**src/rtl/bse_pkg.sv**
```systemverilog
package bse_pkg;

  typedef enum logic [3:0] {
    KIND_FLAG_SET  = 4'd0,
    KIND_FLAG_CLR  = 4'd1,
    KIND_SGE       = 4'd2,
    KIND_SLT       = 4'd3,
    KIND_CARRY_CLR = 4'd4,
    KIND_CARRY_SET = 4'd5,
    KIND_SKIP_EQ   = 4'd6,
    KIND_SKIP_BCLR = 4'd7,
    KIND_SKIP_BSET = 4'd8
  } flowKind_e;

  localparam int FLAG_C = 0;
  localparam int FLAG_N = 2;
  localparam int FLAG_V = 3;

  typedef struct packed {
    logic isBranch;
    logic isSkip;
    logic condMet;
  } evalStrobe_t;

endpackage

```
**src/rtl/bse_ctrl.sv**
```systemverilog
module bse_ctrl
  import bse_pkg::*;
#(
  parameter int FLAG_W = 8,
  parameter int SEL_W  = $clog2(FLAG_W)
) (
  input  logic [FLAG_W-1:0] statusFlags,
  input  logic [SEL_W-1:0]  flagSel,
  input  logic [3:0]        ctlKind,
  input  logic              bitValue,
  input  logic              regsEqual,
  output evalStrobe_t       strobe
);

  logic selFlag;
  logic signedLess;
  logic carryBit;

  assign selFlag    = statusFlags[flagSel];
  assign signedLess = statusFlags[FLAG_N] ^ statusFlags[FLAG_V];
  assign carryBit   = statusFlags[FLAG_C];

  always_comb begin
    strobe = '0;
    case (ctlKind)
      KIND_FLAG_SET:  begin strobe.isBranch = 1'b1; strobe.condMet = selFlag;     end
      KIND_FLAG_CLR:  begin strobe.isBranch = 1'b1; strobe.condMet = !selFlag;    end
      KIND_SGE:       begin strobe.isBranch = 1'b1; strobe.condMet = !signedLess; end
      KIND_SLT:       begin strobe.isBranch = 1'b1; strobe.condMet = signedLess;  end
      KIND_CARRY_CLR: begin strobe.isBranch = 1'b1; strobe.condMet = !carryBit;   end
      KIND_CARRY_SET: begin strobe.isBranch = 1'b1; strobe.condMet = carryBit;    end
      KIND_SKIP_EQ:   begin strobe.isSkip   = 1'b1; strobe.condMet = regsEqual;   end
      KIND_SKIP_BCLR: begin strobe.isSkip   = 1'b1; strobe.condMet = !bitValue;   end
      KIND_SKIP_BSET: begin strobe.isSkip   = 1'b1; strobe.condMet = bitValue;    end
      default:        strobe = '0;
    endcase
  end

  // a kind is a branch, a skip, or neither (reserved code)
  always_comb begin
    p_one_class_r11: assert (!(strobe.isBranch && strobe.isSkip))
      else $error("kind decoded as both branch and skip");
  end

endmodule

```
**src/rtl/bse_datapath.sv**
```systemverilog
module bse_datapath
  import bse_pkg::*;
#(
  parameter int PC_W  = 16,
  parameter int OFF_W = 7
) (
  input  logic             clk,
  input  logic             rstN,
  input  logic             evalValid,
  input  logic [PC_W-1:0]  curPc,
  input  logic [OFF_W-1:0] relOffset,
  input  logic             nextIsLong,
  input  evalStrobe_t      strobe,
  output logic             resValid,
  output logic             resTaken,
  output logic [PC_W-1:0]  resNextPc,
  output logic [1:0]       resCycles
);

  localparam int EXT_W = PC_W - OFF_W;

  logic [PC_W-1:0] offsetExt;
  logic [PC_W-1:0] branchTarget;
  logic [PC_W-1:0] skipTarget;
  logic [PC_W-1:0] fallThrough;
  logic [PC_W-1:0] nextPcComb;
  logic [1:0]      cyclesComb;
  logic            takenComb;

  generate
    if (EXT_W > 0) begin : g_sext
      assign offsetExt = {{EXT_W{relOffset[OFF_W-1]}}, relOffset};
    end else begin : g_trunc
      assign offsetExt = relOffset[PC_W-1:0];
    end
  endgenerate

  assign branchTarget = curPc + offsetExt + PC_W'(1);
  assign skipTarget   = curPc + (nextIsLong ? PC_W'(3) : PC_W'(2));
  assign fallThrough  = curPc + PC_W'(1);
  assign takenComb    = strobe.condMet && (strobe.isBranch || strobe.isSkip);

  always_comb begin
    nextPcComb = fallThrough;
    cyclesComb = 2'd1;
    if (takenComb && strobe.isBranch) begin
      nextPcComb = branchTarget;
      cyclesComb = 2'd2;
    end else if (takenComb && strobe.isSkip) begin
      nextPcComb = skipTarget;
      cyclesComb = nextIsLong ? 2'd3 : 2'd2;
    end
  end

  always_ff @(posedge clk) begin
    if (!rstN) begin
      resValid  <= 1'b0;
      resTaken  <= 1'b0;
      resNextPc <= '0;
      resCycles <= 2'd0;
    end else begin
      resValid <= evalValid;
      if (evalValid) begin
        resTaken  <= takenComb;
        resNextPc <= nextPcComb;
        resCycles <= cyclesComb;
      end
    end
  end

  // one result per request, one cycle later
  p_valid_follows_r2: assert property (@(posedge clk) disable iff (!rstN)
    evalValid |=> resValid);
  p_idle_no_valid_r2: assert property (@(posedge clk) disable iff (!rstN)
    !evalValid |=> !resValid);
  p_idle_hold_r2: assert property (@(posedge clk) disable iff (!rstN)
    !evalValid |=> ($stable(resNextPc) && $stable(resCycles) && $stable(resTaken)));

  // failed condition costs one cycle and steps by one
  p_not_taken_r7: assert property (@(posedge clk) disable iff (!rstN)
    (resValid && !resTaken) |-> (resCycles == 2'd1 && resNextPc == $past(curPc) + PC_W'(1)));

  // taken branch lands on the relative target in two cycles
  p_branch_target_r6: assert property (@(posedge clk) disable iff (!rstN)
    (resValid && resTaken && $past(strobe.isBranch)) |->
      (resCycles == 2'd2 && resNextPc == $past(curPc) + $past(offsetExt) + PC_W'(1)));

  // taken skip costs two or three cycles by instruction length
  p_skip_cost_r9: assert property (@(posedge clk) disable iff (!rstN)
    (resValid && resTaken && $past(strobe.isSkip)) |->
      (resCycles == ($past(nextIsLong) ? 2'd3 : 2'd2)));

endmodule

```
**src/rtl/branch_skip_eval.sv**
```systemverilog
module branch_skip_eval
  import bse_pkg::*;
#(
  parameter int PC_W   = 16,
  parameter int OFF_W  = 7,
  parameter int FLAG_W = 8,
  parameter int SEL_W  = $clog2(FLAG_W)
) (
  input  logic              clk,
  input  logic              rstN,
  input  logic              evalValid,
  input  logic [PC_W-1:0]   curPc,
  input  logic [FLAG_W-1:0] statusFlags,
  input  logic [SEL_W-1:0]  flagSel,
  input  logic [OFF_W-1:0]  relOffset,
  input  logic [3:0]        ctlKind,
  input  logic              bitValue,
  input  logic              regsEqual,
  input  logic              nextIsLong,
  output logic              resValid,
  output logic              resTaken,
  output logic [PC_W-1:0]   resNextPc,
  output logic [1:0]        resCycles
);

  evalStrobe_t strobe;

  bse_ctrl #(
    .FLAG_W(FLAG_W),
    .SEL_W (SEL_W)
  ) u_ctrl (
    .statusFlags(statusFlags),
    .flagSel    (flagSel),
    .ctlKind    (ctlKind),
    .bitValue   (bitValue),
    .regsEqual  (regsEqual),
    .strobe     (strobe)
  );

  bse_datapath #(
    .PC_W (PC_W),
    .OFF_W(OFF_W)
  ) u_dp (
    .clk       (clk),
    .rstN      (rstN),
    .evalValid (evalValid),
    .curPc     (curPc),
    .relOffset (relOffset),
    .nextIsLong(nextIsLong),
    .strobe    (strobe),
    .resValid  (resValid),
    .resTaken  (resTaken),
    .resNextPc (resNextPc),
    .resCycles (resCycles)
  );

endmodule

```
**config.mk**
```make
export PLATFORM = sky130hd
export DESIGN_NAME = branch_skip_eval
export DESIGN_NICKNAME = d
export VERILOG_FILES = /design/src/rtl/bse_pkg.sv /design/src/rtl/bse_ctrl.sv /design/src/rtl/bse_datapath.sv /design/src/rtl/branch_skip_eval.sv
export SDC_FILE = /design/constraint.sdc
export NUM_CORES = 1
export LEC_CHECK = 0
export CAP_MARGIN = 20
export CELL_PAD_IN_SITES_DETAIL_PLACEMENT = 1
export CELL_PAD_IN_SITES_GLOBAL_PLACEMENT = 2
export CORE_ASPECT_RATIO = 1.1
export CORE_MARGIN = 5
export CORE_UTILIZATION = 39
export DETAILED_ROUTE_END_ITERATION = 8
export DONT_BUFFER_PORTS = 1
export PLACE_DENSITY = 0.87
export SYNTH_ARGS = -nofsm -noshare
export SYNTH_HDL_FRONTEND = slang
export SYNTH_HIERARCHICAL = 1
export SYNTH_SLANG_ARGS = --single-unit
```
**constraint.sdc**
```tcl
create_clock -name clk -period 5.6 [get_ports clk]
set_input_delay 0.56 -clock clk [delete_from_list [all_inputs] [get_ports clk]]
set_output_delay 0.56 -clock clk [all_outputs]
set_load 0.01 [all_outputs]
```
[Word level (Yosys, flattened, before mapping)]
Cells that the tools add are included.
Storage, ports and cells
  flip-flop bits (word level): 20
  input port bits: 44
  output and inout port bits: 20
  logic and storage cells: 40
Operators by class
  $add $sub $neg: 4
  $lt $le $gt $ge: 1
  eq/ne operators: 8
  muxes and demuxes: 11
  bitwise logic cells: 1
  reduce and logical (&&, ||, !) cells: 11
Operator list (number)
  adder 16 x 1 -> 16 bit (second input constant): 2
  adder 16 bit: 2
  2-to-1 mux 16 bit: 2
  == test 4 x 3 -> 1 bit (second input constant): 4
  case mux 1 bit (9 select lines): 1
  == test 4 x 2 -> 1 bit (second input constant): 2
  OR reduction 6 bit: 1
  2-to-1 mux 1 bit: 5
  == test 4 x 1 -> 1 bit (second input constant): 1
  == test 4 bit (second input constant): 1
  zero test 1 bit: 4
  zero test 4 bit: 1
  less-than comparator 3 x 4 -> 1 bit (second input constant): 1
  2-to-1 mux 2 bit: 2
  binary-select mux 1 bit (select 3 bit): 1
  logical AND 1 bit: 3
  OR reduction 3 bit: 1
  logical OR 1 bit: 1
  bitwise XOR 1 bit: 1

[Depth between registers and ports, before layout]
Gate-level depths: netlist (run 1).
  word-level depth: 8
  gate-level depth with buffers: 15
  gate-level depth less buffers: 13

[Modules after synthesis]
Netlist (run 1), hierarchy kept.
By module, submodules not included
  bse_datapath: instances 1, cells an instance 241, area an instance 1899.3 um^2, seq. area each 400.4 um^2
  bse_ctrl: instances 1, cells an instance 21, area an instance 195.2 um^2, seq. area each 0.0 um^2

[Least setup slack after synthesis (run 1)]
Ideal clock, no wire load.
  kind: input port to flip-flop
  start point: input flagSel[2]
  end point: register u_dp.resNextPc[8]
  library setup time: 0.074 ns
  arrival: 3.272 ns
  slack: 2.254 ns
  cell stages on the path: 14
  path through: mux4_1 > mux2i_1 > xnor2_1 > a221o_1 > and2_1 > nand2b_1 > ha_1 > fa_1 > and3_1 > clkbuf_1 > and3_1 > xor2_1 > nand2_1 > a31oi_1
RTL lines
  start, declared: RTL line branch_skip_eval.sv:14  | input logic [SEL_W-1:0] flagSel,
  end signal, assigned: RTL line bse_datapath.sv:65  | resNextPc <= nextPcComb;
  end, declared: RTL line bse_datapath.sv:16  | output logic [PC_W-1:0] resNextPc,

==> qor.yml, run 1 <==
drv_cap: 0
syn_to_final_growth_pct: 5.436
dp_worst_setup_slack_ns: 2.096
startpoint: "flagSel[2]"
critical_path_class: "primary input to register"
clock_latency_ns: 0.26
io_buffer_count: 0
slowest_delay_ns: 0.52
syn_inst: 262
worstHoldStart: "evalValid"
synth_cell_types: 55
fin_nets: 321
relSlewSlack: 0.5868
cp-end-kind: "register"
drcViolationCount: 0
gp_routability_congestion: 0.7992
gr-total-overflow: 0
drtIter0Drc: 105
cp-start-kind: "primary input"
cts_tree: "built"
period_minus_slack_ns: 3.257
grt_pass1_wl_um: 10010
rsz0062_at_grt: "false"
totalWireLength_um: 6039
ir_worst_vdd_mv: 0.09205
critPathSlowestCell: "mux4_1"
cp.required_ns: 5.79
holdBufCountCts: 0
layout_commonest_cell: "nand2_1"
viasPerCell: 5.792
tightest_slew_ns: 0.6198
num_io_pins: 64
antennaDiodeCount: 0
synth_top_cells_by_area: "dfxtp_1 (19%), ha_1 (10%), xnor2_1 (5.4%)"
antenna_found_initial: 0
synth_top_area_frac: 0.1912
r2r_end: "u_dp/resNextPc[11]"
finalClockSkew_ns: 0
multi_input_area_um2: 1625
cts_max_level: 1
setup_tns_ns: 0
yosys_warnings: 6
worstRegToRegCells: 4
numCtsBuffers: 3
grt_max_degree: 31
synth_edf_count: 0
cts_resized: 0
cts_setup_buffers: 0
async_flop_share: 0
powerDensity_nw_per_um2: 191.6
dp_hpwl_um: 4865
synth-main-ff-cell: "dfxtp_1"
drt-wirelength-per-cell_um: 18.19
dr.pass1.iters: 4
vias: 1923
grt_pass1_vias: 2003
holdPathStages: 1
setup_viol: 0
clockBufferDepth: 2
postSynthAreaPerCell_um2: 7.994
final_cell_mix: "nand2_1 (22), dfxtp_1 (20), o21ai_0 (17), ha_1 (17), a21oi_1 (16)"
finalWorstSetupSlack_ns: 2.343
hold_path.class: "primary input to register"
path_clk_slew_ns: 0.08
status: "complete, no violations"
track_usage: 0.1785
ant_nets: 0
seq_area_frac_synth: 0.1912
coreArea_um2: 5290
power_leakage_nw: 0.8845
period_share: 0.5816
hold_viol_final: 0
crit_path_end: "u_dp/resNextPc[8]"
yosysTopAreaCell: "dfxtp_1"
cts_root_buffer: "clkbuf_8"
finalMaxSlewViolations: 0
rows: 28
die_h_um: 86.86
synthesis.area_um2: 2095
drive_gt1_frac: 0.04280
timing.rr.start: "u_dp/resNextPc[11]"
regArea_um2: 400.4
crit_chain: "mux4_1 > mux2i_1 > xnor2_1 > a221o_1 > and2_1 > nand2b_1 > ha_1 > fa_1 > and3_1 > and3_1 > xor2_1 > nand2_1 > a31oi_1"
cpMostUsedCell: "and3_1"
syn-num-nets: 325
reg2reg_slack_ns: 4.59
die-area_um2: 6938
ys_seq_elements: 20
path_max_fanout: 5
crit_arrival_ns: 3.45
start_util: 0.3959
cts.sinks: 20
fp.dieW_um: 79.88
clock.fmax_mhz: 307.1
num-fill-cells: 674
[final cells by class]
| class | instances | share of cell area |
|---|---|---|
| multi-input combinational | 224 | 0.7360 |
| sequential | 20 | 0.1813 |
| tap | 75 | 0.04249 |
| clock buffer | 4 | 0.02493 |
| inverter | 9 | 0.01530 |
[critical path, delay by kind of cell]
family | cells | cell delay, ns
adders and majority gates | 2 | 0.66
muxes | 2 | 0.70
xor gates and xnor gates | 2 | 0.28
and+or+nand+nor | 5 | 0.85
AOI/OAI and AO/OA | 2 | 0.41
[Yosys cell counts, drive strengths merged, types with 6 or more instances]
master   n
ha      17
nor2    14
o21ai   20
nand3    8
nor2b    6
clkbuf   8
nand2   23
o21a     6
a21oi   17
inv      9
xnor2   13
xor2    11
dfxtp   20
and3     8
nand2b   6
[power by group]
group,leakage (nW),internal (W),switching (W)
clock network,0.0288,0.0000626,0.0000510
registers,0.166,0.000153,0.0000127
logic,0.690,0.0000675,0.0000762
total,0.884,0.000283,0.000140
[worst min-delay path by stage]
stage	endpoint	slack, ns
after floorplan	u_dp/resNextPc[5]	0.46
after global placement	u_dp/resNextPc[6]	0.50
after detailed placement	u_dp/resNextPc[5]	0.50
after CTS	u_dp/resNextPc[8]	0.39
after global routing	u_dp/resNextPc[13]	0.38
final	u_dp/resNextPc[13]	0.39
[state kept, by name, indices dropped and copies added, names as in the netlist]
register        flops
u_dp/resTaken       1
u_dp/resNextPc     16
u_dp/resCycles      2
u_dp/resValid       1
[stage by stage]
| step | total power (W) | util | hold WS, ns | instances | area (um^2) |
|---|---|---|---|---|---|
| after floorplan | 0.0002870 | - | 0.4625 | 262 | 2095 |
| after global placement | 0.0003102 | 0.4070 | 0.4958 | 328 | 2153 |
| after detailed placement | 0.0003134 | 0.4070 | 0.5031 | 328 | 2153 |
| final | 0.0004231 | 0.4175 | 0.3912 | 332 | 2208 |
| after global routing | 0.0004526 | 0.4175 | 0.3775 | 332 | 2208 |
| after CTS | 0.0004281 | 0.4175 | 0.3886 | 332 | 2208 |
[cells by family after synthesis]
| logic type | count (synthesis) | synth area share |
|---|---|---|
| buffers and inverters | 18 | 0.03285 |
| adders and majority gates | 19 | 0.1207 |
| xor gates and xnor gates | 25 | 0.1111 |
| and+or+nand+nor | 88 | 0.2222 |
| DFF | 20 | 0.1912 |
| muxes | 5 | 0.03943 |
| AOI/OAI and AO/OA | 87 | 0.2826 |
[routing by layer]
metal	vias to the layer above	part of all wire	global-route usage
met5	-	0	0
met4	0	0.010	0.04608
met3	4	0.048	0.03934
met2	34	0.48	0.3098
met1	909	0.46	0.2233
li1	976	-	-
Power figures use the tool's default switching activity.
==> run 2, diff against run 1 <==
- CORE_UTILIZATION: 39 -> 36
- PLACE_DENSITY: 0.87 -> 0.81
- clock period: 5.6 -> 3.2 ns (I/O delays scaled with it)
==> qor.yml, run 2 (synthesis gave the netlist of run 1 again) <==
num_io_pins: 64
relSlewSlack: 0.5579
stdcell_count: 336
startpoint: "flagSel[2]"
critPathSlowestCell: "mux4_1"
ant_nets: 0
num-fill-cells: 738
critical_path_depth: 13
final_cell_mix: "nand2_1 (22), dfxtp_1 (20), o21ai_0 (17), ha_1 (17), a21oi_1 (16)"
antenna_found_initial: 0
top_regs: "u_dp/resNextPc: 16 flops, u_dp/resCycles: 2 flops"
crit_arrival_ns: 3.18
hold_viol_final: 0
clock_latency_ns: 0.25
cts_resized: 0
clock.fmax_mhz: 333.8
slowest_delay_ns: 0.52
cp-start-kind: "primary input"
period_share: 0.9362
gp_routability_congestion: 0.8196
dr.pass1.iters: 4
antennaDiodeCount: 0
rows: 29
timing.rr.start: "u_dp/resNextPc[11]"
rsz0062_at_grt: "false"
power_leakage_nw: 0.8947
drv_cap: 0
ir_worst_vdd_mv: 0.1473
clockBufferDepth: 2
path_max_fanout: 5
drive_gt1_frac: 0.05019
cp.required_ns: 3.38
dp_worst_setup_slack_ns: -0.05760
finalClockSkew_ns: 0
crit_path_end: "u_dp/resNextPc[8]"
viasPerCell: 5.866
crit_chain: "mux4_1 > mux2i_1 > xnor2_1 > a221o_1 > and2_1 > nand2b_1 > ha_1 > fa_1 > and3_1 > and3_1 > xor2_1 > nand2_1 > a31oi_1"
dp.cells: 332
die_h_um: 90
setup_viol: 0
path_clk_slew_ns: 0.08
crit_family: "simple AND/OR/NAND/NOR gates"
drt-wirelength-per-cell_um: 18.09
cpMostUsedCell: "and3_1"
gr-total-overflow: 0
grt_pass1_vias: 2040
grt_pass1_wl_um: 10130
regMostFlops: "u_dp/resNextPc"
io_buffer_count: 0
powerDensity_nw_per_um2: 334.3
cts_root_buffer: "clkbuf_8"
die-area_um2: 7445
holdBufCountCts: 0
layout_commonest_cell: "nand2_1"
start_util: 0.3677
largest_reg_flops: 16
drtIter0Drc: 86
grt_max_degree: 31
cts_setup_buffers: 0
cts_max_level: 1
dp_hpwl_um: 5015
finalMaxSlewViolations: 0
coreArea_um2: 5697
reg2reg_slack_ns: 2.20
r2r_end: "u_dp/resNextPc[11]"
finalWorstSetupSlack_ns: 0.2042
drcViolationCount: 0
cts_tree: "built"
fp.dieW_um: 82.73
tightest_slew_ns: 0.6632
period_minus_slack_ns: 2.996
fin_nets: 323
critical_path_class: "primary input to register"
cts.sinks: 20
vias: 1971
totalWireLength_um: 6078
worstRegToRegCells: 4
syn_to_final_growth_pct: 6.272
hold_path.class: "primary input to register"
cp-end-kind: "register"
status: "complete, no violations"
whs_ns: 0.1532
track_usage: 0.1677
crit_buf_inv: 0
numCtsBuffers: 3
run 2: layout make-up:
class	count	area [um^2]	area share
Inverter	9	33.78	0.01518
Tap cell	77	96.34	0.04328
Timing Repair Buffer	2	15.01	0.006745
Sequential cell	20	400.4	0.1799
Clock buffer	4	55.05	0.02473
Multi-Input combinational cell	224	1625	0.7302
run 2: worst min path at each step:
stage,cells past startpoint,slack [ns],end,startpoint
global placement,1,0.43,u_dp/resNextPc[13],evalValid
finish,1,0.15,u_dp/resNextPc[14],evalValid
floorplan,2,0.46,u_dp/resNextPc[13],rstN
CTS,1,0.15,u_dp/resNextPc[14],evalValid
global route,1,0.15,u_dp/resNextPc[14],evalValid
detailed placement,1,0.43,u_dp/resNextPc[14],evalValid
run 2: where the power goes:
group | internal, W | switching (W)
clock | 0.000109 | 0.0000881
sequential | 0.000268 | 0.0000229
combinational | 0.000121 | 0.000135
run 2: per-layer routing:
metal | wire length [um] | GRT usage | up-vias | share of wire
li1 | - | - | 976 | -
met1 | 2730 | 0.2205 | 953 | 0.45
met2 | 2964 | 0.2821 | 38 | 0.49
met3 | 322 | 0.02800 | 4 | 0.053
met4 | 61 | 0.03678 | 0 | 0.010
met5 | 0 | 0 | - | 0
run 2: per-stage QoR:
stage,setup TNS (ns),cell area [um^2],total power (W),util
finish,0,2226,0.0007442,0.3907
floorplan,0,2095,0.0005022,-
global route,0,2226,0.0007963,0.3907
detailed placement,-0.05760,2171,0.0005542,0.3811
CTS,0,2226,0.0007513,0.3907
global placement,0,2171,0.0005498,0.3811
